**config.mk**
```make
export PLATFORM = sky130hd
export DESIGN_NAME = bitpipe_adder
export DESIGN_NICKNAME = d
export VERILOG_FILES = /design/src/rtl/bpa_pkg.sv /design/src/rtl/bpa_delay.sv /design/src/rtl/bpa_fa_stage.sv /design/src/rtl/bitpipe_adder.sv
export SDC_FILE = /design/constraint.sdc
export NUM_CORES = 1
export LEC_CHECK = 0
export ABC_AREA = 0
export ABC_CLOCK_PERIOD_IN_PS = 2100
export BUFFER_PORTS_ARGS = -buffer_cell sky130_fd_sc_hd__buf_2
export CORE_MARGIN = 4
export CORE_UTILIZATION = 50
export CTS_BUF_LIST = sky130_fd_sc_hd__clkbuf_4 sky130_fd_sc_hd__clkbuf_8 sky130_fd_sc_hd__clkbuf_16
export CTS_CLUSTER_SIZE = 20
export DETAILED_ROUTE_END_ITERATION = 10
export GPL_ROUTABILITY_DRIVEN = 1
export GPL_TIMING_DRIVEN = 0
export PLACE_DENSITY_LB_ADDON = 0.2
export SYNTH_ARGS = -nofsm -noshare
export SYNTH_HDL_FRONTEND = slang
export SYNTH_SLANG_ARGS = --single-unit
```
**constraint.sdc**
```tcl
create_clock -name clk -period 2.1 [get_ports clk]
set_input_delay 0.42 -clock clk [delete_from_list [all_inputs] [get_ports clk]]
set_output_delay 0.42 -clock clk [all_outputs]
set_load 0.05 [all_outputs]
```
**src/rtl/bpa_pkg.sv**
```systemverilog
`timescale 1ns/1ps
package bpa_pkg;

  // Result of one bit-slice addition: sum bit and carry bit.
  typedef struct packed {
    logic co;
    logic s;
  } fa_res_t;

  // One-bit full adder written as parity and majority.
  function automatic fa_res_t fa_eval(input logic a, input logic b, input logic c);
    fa_res_t r;
    r.s  = a ^ b ^ c;
    r.co = (a & b) | (a & c) | (b & c);
    return r;
  endfunction

endpackage

```
**src/rtl/bpa_delay.sv**
```systemverilog
`timescale 1ns/1ps
// Fixed-depth shift line used for operand skew, sum deskew and the valid tag.
// DEPTH must be at least 1; the top omits the instance where the delay is zero.
module bpa_delay #(
  parameter int DEPTH = 1,
  parameter int W     = 1
) (
  input  logic         clk,
  input  logic         rst_n,
  input  logic [W-1:0] d,
  output logic [W-1:0] q
);

  localparam int LAST = DEPTH - 1;

  logic [W-1:0] stg_q   [DEPTH];
  logic [W-1:0] stg_nxt [DEPTH];

  // next-state
  always_comb begin
    stg_nxt[0] = d;
    for (int k = 1; k < DEPTH; k++) begin
      stg_nxt[k] = stg_q[k-1];
    end
  end

  // registers
  always_ff @(posedge clk or negedge rst_n) begin
    if (!rst_n) begin
      for (int k = 0; k < DEPTH; k++) begin
        stg_q[k] <= '0;
      end
    end else begin
      for (int k = 0; k < DEPTH; k++) begin
        stg_q[k] <= stg_nxt[k];
      end
    end
  end

  assign q = stg_q[LAST];

  AST_DELAY_ENTRY: assert property (@(posedge clk) disable iff (!rst_n)
    $past(rst_n) |-> (stg_q[0] == $past(d)));

endmodule

```
**src/rtl/bpa_fa_stage.sv**
```systemverilog
`timescale 1ns/1ps
// One pipeline stage: a full adder with registered sum and carry.
module bpa_fa_stage
  import bpa_pkg::*;
(
  input  logic clk,
  input  logic rst_n,
  input  logic a,
  input  logic b,
  input  logic cin,
  output logic sum_q,
  output logic carry_q
);

  fa_res_t res_nxt;

  // next-state
  always_comb begin
    res_nxt = fa_eval(a, b, cin);
  end

  // registers
  always_ff @(posedge clk or negedge rst_n) begin
    if (!rst_n) begin
      sum_q   <= 1'b0;
      carry_q <= 1'b0;
    end else begin
      sum_q   <= res_nxt.s;
      carry_q <= res_nxt.co;
    end
  end

  AST_STAGE_ARITH: assert property (@(posedge clk) disable iff (!rst_n)
    $past(rst_n) |-> ({carry_q, sum_q} ==
      (2'($past(a)) + 2'($past(b)) + 2'($past(cin)))));

endmodule

```
**src/rtl/bitpipe_adder.sv**
```systemverilog
`timescale 1ns/1ps
// Bit-pipelined ripple carry adder: one bit per stage, skewed operand
// inputs, deskewed sum outputs, WIDTH cycles of latency.
module bitpipe_adder #(
  parameter int WIDTH = 4
) (
  input  logic             clk,
  input  logic             rst_n,
  input  logic             in_valid,
  input  logic [WIDTH-1:0] op_a,
  input  logic [WIDTH-1:0] op_b,
  input  logic             carry_in,
  output logic             out_valid,
  output logic [WIDTH-1:0] sum,
  output logic             carry_out
);

  localparam int LAT = WIDTH;
  localparam int CW  = $clog2(WIDTH + 1);

  logic [WIDTH-1:0] a_sk;
  logic [WIDTH-1:0] b_sk;
  logic [WIDTH-1:0] c_in_bit;
  logic [WIDTH-1:0] s_reg;
  logic [WIDTH-1:0] c_reg;

  assign c_in_bit[0] = carry_in;

  for (genvar i = 0; i < WIDTH; i++) begin : g_bit
    // operand skew: bit i waits i cycles for the carry from bit i-1
    if (i == 0) begin : g_noskew
      assign a_sk[i] = op_a[i];
      assign b_sk[i] = op_b[i];
    end else begin : g_skew
      logic [1:0] ab_q;
      bpa_delay #(.DEPTH(i), .W(2)) u_skew (
        .clk   (clk),
        .rst_n (rst_n),
        .d     ({op_a[i], op_b[i]}),
        .q     (ab_q)
      );
      assign a_sk[i] = ab_q[1];
      assign b_sk[i] = ab_q[0];
      assign c_in_bit[i] = c_reg[i-1];
    end

    bpa_fa_stage u_stage (
      .clk     (clk),
      .rst_n   (rst_n),
      .a       (a_sk[i]),
      .b       (b_sk[i]),
      .cin     (c_in_bit[i]),
      .sum_q   (s_reg[i]),
      .carry_q (c_reg[i])
    );

    // sum deskew: bit i waits WIDTH-1-i more cycles
    if (i == WIDTH - 1) begin : g_nodeskew
      assign sum[i] = s_reg[i];
    end else begin : g_deskew
      bpa_delay #(.DEPTH(WIDTH - 1 - i), .W(1)) u_deskew (
        .clk   (clk),
        .rst_n (rst_n),
        .d     (s_reg[i]),
        .q     (sum[i])
      );
    end
  end

  assign carry_out = c_reg[WIDTH-1];

  // valid tag follows the data through LAT stages
  bpa_delay #(.DEPTH(LAT), .W(1)) u_vtag (
    .clk   (clk),
    .rst_n (rst_n),
    .d     (in_valid),
    .q     (out_valid)
  );

  // Fill counter for checking only: edges seen since reset, saturating.
  logic [CW-1:0] fill_q;
  logic [CW-1:0] fill_nxt;

  always_comb begin
    fill_nxt = (fill_q == CW'(LAT)) ? fill_q : fill_q + 1'b1;
  end

  always_ff @(posedge clk or negedge rst_n) begin
    if (!rst_n) fill_q <= '0;
    else        fill_q <= fill_nxt;
  end

  AST_FILL_DELAY: assert property (@(posedge clk) disable iff (!rst_n)
    out_valid |-> (fill_q >= CW'(LAT)));

  AST_NO_UNKNOWN: assert property (@(posedge clk) disable iff (!rst_n)
    $past(rst_n) |-> !$isunknown({out_valid, sum, carry_out}));

endmodule

```
# --- Word level (Yosys, flattened, before mapping) ---
# Cells that the tools add are included.
# Widths: inputs -> output; s select.
totals:
  input_bits: 12
  elab_cells: 52
  ff_bits: 30
  out_inout_bits: 6
classes:
  bitwise: 28
op_table:
  columns: ["cell", "n"]
  rows:
  - ["$and 1x1->1", 12]
  - ["$or 1x1->1", 8]
  - ["$xor 1x1->1", 8]

# --- Depth between registers and ports, before layout ---
# Gate-level depths: netlist of run 1.
logic_depth:
  depth_word: 3
  mapped_depth: 1
  depth_no_buf: 1

# --- Hierarchy ---
# From an unflattened synthesis of run 1, not the netlist that was laid out.
hier_totals:
  cells_unflattened: 35
  area_unflattened_um2: 838.3
by_module_without_submodules:
  columns: ["module", "instances", "seq_area_each_um2", "cells_each", "area_each_um2"]
  rows:
  - ["bpa_fa_stage", 4, 50.0, 3, 70.1]
  - ["bpa_delay at g_bit[2].g_skew.u_skew ...", 2, 100.1, 4, 100.1]
  - ["bpa_delay at g_bit[3].g_skew.u_skew", 1, 150.1, 6, 150.1]
  - ["bpa_delay at g_bit[1].g_deskew.u_deskew ...", 2, 50.0, 2, 50.0]
  - ["bpa_delay at g_bit[0].g_deskew.u_deskew", 1, 75.1, 3, 75.1]
  - ["bpa_delay at g_bit[2].g_deskew.u_deskew", 1, 25.0, 1, 25.0]
  - ["bitpipe_adder", 1, 0.0, 1, 7.5]

# --- Worst setup path after synthesis of run 1 ---
# No wires, ideal clock.
synth_timing:
  path_kind: "flip-flop to output port"
  start: "register g_bit[3].u_stage.carry_q"
  end: "output carry_out"
  t_required_ns: 1.680
  setup_slack_ns: 1.094
  arrival_time_ns: 0.586
  path_buffers: 0
  path_stages_with_launch: 1
  path_cell_list: "dfrtp_1"
synth_rtl:
  columns: ["element", "line_no", "source"]
  rows:
  - ["start, declared", "bpa_fa_stage.sv:12", "output logic carry_q"]
  - ["start signal, assigned", "bpa_fa_stage.sv:29", "carry_q <= res_nxt.co;"]
  - ["end, declared", "bitpipe_adder.sv:15", "output logic carry_out"]
# No word-level cell between the ends.

# --- Worst setup path in the final report of run 1 ---
layout_timing:
  start: "register g_bit[0].g_deskew.u_deskew.stg_q (netlist bit g_bit[0].g_deskew.u_deskew.q)"
  end: "output sum[0]"
layout_rtl:
  columns: ["element", "line_no", "source"]
  rows:
  - ["start, declared", "bpa_delay.sv:16", "logic [W-1:0] stg_q [DEPTH];"]
  - ["start signal, assigned by index", "bpa_delay.sv:35", "stg_q[k] <= stg_nxt[k];"]
  - ["end, declared", "bitpipe_adder.sv:14", "output logic [WIDTH-1:0] sum,"]
# No word-level cell between the ends.

==> run metrics, run 1 <==
Fin. Hold Viols 0; Routed WL 772 um; metal3 WL 119 um; Final #Nets 78; Die Ht 49.5 um; ANT nets after route 0; top routing layer used met3; worst vdd ir 0.000659 V; syn_area_per_cell 22.7 um^2; drt wl/cell 9.77 um; Final setup viols 0; synthesis-stage register bit count 30; Period minus WS final 1.41 ns; post-route insts no fill 79; placed cells 71; unrepaired setup endpoints after global routing false; FMAX 710 MHz; gp weighted congestion 0.595; hold buffers post-CTS 0; Worst Setup End Kind output port; total power 1.12 mW; Hold/Removal Path Class input port to asynchronous set/reset pin; Syn Nets 54; slowest stage delay, CP 0.36 ns; area taken by multi-input logic gates 80.1 um^2; H-tree Lvls 2; fin crit share 67.1%; synthesized cell area 861 um^2; die width 49.5 um; final clock skew 0.00748 ns; grt ovf 0; initial core utilization 55.2%; largest net degree at the start of global routing 31; metal2 WL 380 um; status finished clean; initial antenna violation count 0; die area 2450 um^2; I/O pins 18; sequential share of the synthesized area 87.2%; P_leak 0.504 nW; CP startpoint kind flip-flop; crit path cell chain buf_4, buf_2; clk sinks 30; cts repair resizes 0; CP max FO 1; setup tns final 0 ns; fill count 106; vias in the first global route 377; drt first-iter violations 2; slowest cell on the critical path dfrtp_1; share of layout cells above drive strength 1 46.0%; Root Buffer clkbuf_4; WL met1 271 um; RR Startpoint g_bit[1].u_stage.carry_q; Seq. cell area 751 um^2; CP Data Required Time 1.68 ns; Syn Inst Count 38; gr usage total 9.35%; CTS Buffer Depth 2; Yosys Warn Count 0; PortBufs 17; Core Box Area 1560 um^2; Setup CP Type flip-flop to output port; pwr dens 1080 nW/um^2; CTS tree yes; max-cap violations 0; measured slew at the worst slew-check pin 0.598 ns; Rows 14; Worst EP arrival 0.99 ns; area grow syn2layout 19.6%; relative slew slack 60.2%; Vias/cell 4.65; Clock Pin Slew Worst Setup and Hold Paths 0.08 ns; library cells used by synthesis 3; DR pass1 iterations 2; postcts setup bufs 0; n_diodes 0; Max Transition Viols Final 0; latest clock arrival within the worst-skew pair 0.30 ns; Via Count 367; crit path launch g_bit[0].g_deskew.u_deskew.q; DRC viols 0; CTS Buf Count 5; global-route wire length before repair 1.59 mm
==> power breakdown <==
group | internal [mW] | total, mW | switching (mW)
clock network | 0.175 | 0.342 | 0.167
logic | 0.0399 | 0.126 | 0.0865
registers | 0.632 | 0.647 | 0.0152
==> final timing paths <==
kind	to	cells after the start	slack [ns]
worst max-delay path	sum[0]	2	0.69
worst min-delay path	g_bit[0].g_deskew.u_deskew.q	1	0.11
worst max register to register	g_bit[2].u_stage.sum_q	1	1.12
worst min register to register	g_bit[3].g_skew.u_skew.q[1]	0	0.34
max in group asynchronous	g_bit[3].g_skew.u_skew.stg_nxt[2]	1	1.59
min in group clk	g_bit[1].g_skew.u_skew.q[0]	1	0.21
==> synthesized netlist by cell type (all sizes together) <==
master,number,area [um^2]
buf,4,30.0
dfrtp,30,751
fa,4,80.1
==> critical path: cells and delay by family, from the launching register on <==
kind     cells  cell delay [ns]
buf+inv      2             0.32
flops        1             0.36
==> per-layer routing <==
metal / up-vias / track usage [%]
met3: 0 / 7.23
met4: 0 / 4.15
met5: - / 0
met1: 185 / 8.54
met2: 23 / 15.2
li1: 159 / -
==> cell families (layout without fill, tap and decap cells) <==
kind of cell             after synthesis  count (layout)  synth area share, %
flip-flops                            30              30                 87.2
buffers and inverters                  4              29                 3.49
adder cells (fa/ha/maj)                4               4                 9.30
==> area by class of cell <==
class | count | share of cell area (%)
sequential | 30 | 72.9
timing repair buffer | 17 | 8.26
multi-input combinational | 4 | 7.78
clock buffer | 7 | 5.71
buffer | 4 | 2.92
tap | 16 | 1.94
clock inverter | 1 | 0.486
==> per-stage QoR <==
| stage | hold WS, ns | setup WS [ns] | utilization [%] | instance area [um^2] |
|---|---|---|---|---|
| after floorplan | 0.124 | 1.09 | - | 861 |
| final | 0.112 | 0.692 | 66.1 | 1030 |
| after global routing | 0.143 | 0.626 | 66.1 | 1030 |
| after detailed placement | 0.335 | 0.981 | 62.0 | 966 |
| after global placement | 0.332 | 0.985 | 62.0 | 966 |
| after CTS | 0.120 | 0.667 | 66.1 | 1030 |
==> placed cells by master, fill, tap and decap left out <==
master / n
dfrtp_1: 30
clkbuf_8: 1
buf_4: 4
clkbuf_4: 6
clkinv_2: 1
fa_1: 4
buf_2: 17
==> flip-flops by register name, indices dropped and copies added, names as in the netlist <==
register	flops
g_bit.g_deskew.u_deskew.stg_nxt	3
g_bit.u_stage.carry_q	4
g_bit.g_deskew.u_deskew.q	3
u_vtag.q	1
u_vtag.stg_nxt	3
g_bit.u_stage.sum_q	4
g_bit.g_skew.u_skew.stg_nxt	6
g_bit.g_skew.u_skew.q	6
No activity file was read; power rests on OpenSTA's default activity.
==> run 2, diff against run 1 <==
- ABC_AREA: 0 -> 1
- ABC_CLOCK_PERIOD_IN_PS: 2100 -> 1200
- CORE_UTILIZATION: 50 -> 45
- clock period: 2.1 -> 1.2 ns (I/O delays scaled with it)
==> run metrics, run 2 (synthesis results as in run 1) <==
status finished clean; Root Buffer clkbuf_4; FMAX 884 MHz; CP Data Required Time 0.96 ns (-0.72 ns); ANT nets after route 0 (unchanged); Period minus WS final 1.13 ns; die width 51.7 um (+4.5%); cell family with most CP delay flip-flops; initial antenna violation count 0 (unchanged); Fin. Hold Viols 0 (unchanged); Max Transition Viols Final 0 (unchanged); relative slew slack 59.8% (-0.32 points); grt ovf 0 (unchanged); DR pass1 iterations 2 (unchanged); drt first-iter violations 3 (+1); hold slack 0.0284 ns (-0.0836 ns); Worst Setup End Kind output port; DRC viols 0 (unchanged); global-route wire length before repair 1.72 mm (+8.3%); latest clock arrival within the worst-skew pair 0.31 ns (about the same); area grow syn2layout 29.4%; Hold/Removal Path Class input port to flip-flop; CTS Buffer Depth 2 (unchanged); fill count 135 (+27%); setup tns final 0 ns (unchanged); Final #Nets 80 (+2.6%); largest net degree at the start of global routing 31 (unchanged); postcts setup bufs 0 (unchanged); final clock skew 0.00486 ns (-0.00262 ns); Routed WL 882 um (+14%); crit path cell chain buf_2; area taken by multi-input logic gates 80.1 um^2 (unchanged); CP startpoint kind flip-flop; die area 2680 um^2 (+9.3%); Die Ht 51.7 um (+4.5%); CTS tree yes; total power 2.00 mW (+80%); Vias/cell 4.06 (-13%); Layout Utilization 63.1% (-2.9 points); initial core utilization 48.8% (-6.4 points); vias in the first global route 411 (+9.0%); slowest stage delay, CP 0.33 ns (-0.03 ns); commonest non-fill, non-tap cell in the layout dfrtp_1; n_diodes 0 (unchanged); max-cap violations 0 (unchanged); pwr dens 1800 nW/um^2 (+66%); worst vdd ir 0.000917 V (+39%); Clock Pin Slew Worst Setup and Hold Paths 0.08 ns (about the same); PortBufs 17 (unchanged); Final setup viols 0 (unchanged); fin crit share 94.2%; CTS Buf Count 5 (unchanged); Setup CP Type flip-flop to output port; I/O pins 18 (unchanged); drt wl/cell 9.80 um (+0.28%); CP max FO 1 (unchanged); measured slew at the worst slew-check pin 0.602 ns (+0.00483 ns); Core Box Area 1760 um^2 (+13%); gr usage total 10.1% (+0.80 points); Seq. cell area 751 um^2 (unchanged); share of layout cells above drive strength 1 38.5% (-7.6 points); unrepaired setup endpoints after global routing false; slowest cell on the critical path dfrtp_1; clk sinks 30 (unchanged); Buf+Inv Stages, Crit Path 1 (-1); P_leak 0.524 nW (+4.1%); Via Count 365 (-0.54%); gp weighted congestion 0.606 (+1.9%); H-tree Lvls 2 (unchanged); most frequent cells in the layout dfrtp_1, buf_2, clkbuf_4; Worst EP arrival 0.89 ns (-0.10 ns); Rows 15 (+1)
==> run 2: metal layers <==
layer	up-vias	share of wire [%]	global-route usage [%]
met5	-	0	0
met2	23	44	14.4
met4	0	3.2	6.55
li1	163	-	-
met1	175	38	9.70
met3	4	15	8.60
==> run 2: stage by stage <==
step / setup slack (ns) / cell area [um^2] / instances
floorplan: 0.250 / 861 / 38
global placement: 0.233 / 977 / 80
detailed placement: 0.210 / 977 / 80
CTS: 0.0359 / 1060 / 85
global route: 0.00767 / 1110 / 90
finish: 0.0691 / 1110 / 90
==> run 2: final timing paths <==
path / to / slack [ns] / start / depth (start not counted)
min: g_bit[1].g_skew.u_skew.q[0] / 0.03 / op_b[1] / 1
min reg2reg: g_bit[0].g_deskew.u_deskew.stg_nxt[0] / 0.35 / g_bit[0].g_deskew.u_deskew.stg_nxt[1] / 0
min in group asynchronous: g_bit[1].u_stage.carry_q / 0.46 / rst_n / 2
max in group asynchronous: g_bit[0].u_stage.carry_q / 0.35 / rst_n / 2
max reg2reg: g_bit[2].u_stage.sum_q / 0.22 / g_bit[1].u_stage.carry_q / 1
max: out_valid / 0.07 / u_vtag.q / 1
==> run 2: final cells by class <==
cell class | count | share of cell area, %
Sequential cell | 30 | 67.4
Timing Repair Buffer | 23 | 16.9
Multi-Input combinational cell | 4 | 7.19
Clock buffer | 7 | 5.28
Tap cell | 25 | 2.81
Clock inverter | 1 | 0.449
==> run 2: repair_timing <==
item	in CTS	in global routing
resized for setup	12	1
cloned	0	0
endpoints found under the setup margin	4	1
hold buffers	1	5
endpoints found under the hold margin	30	5
==> run 2: report_power, final <==
| group | internal [mW] | total (mW) | switching (mW) |
|---|---|---|---|
| registers | 1.11 | 1.14 | 0.0362 |
| clock network | 0.306 | 0.607 | 0.301 |
| logic | 0.105 | 0.256 | 0.150 |
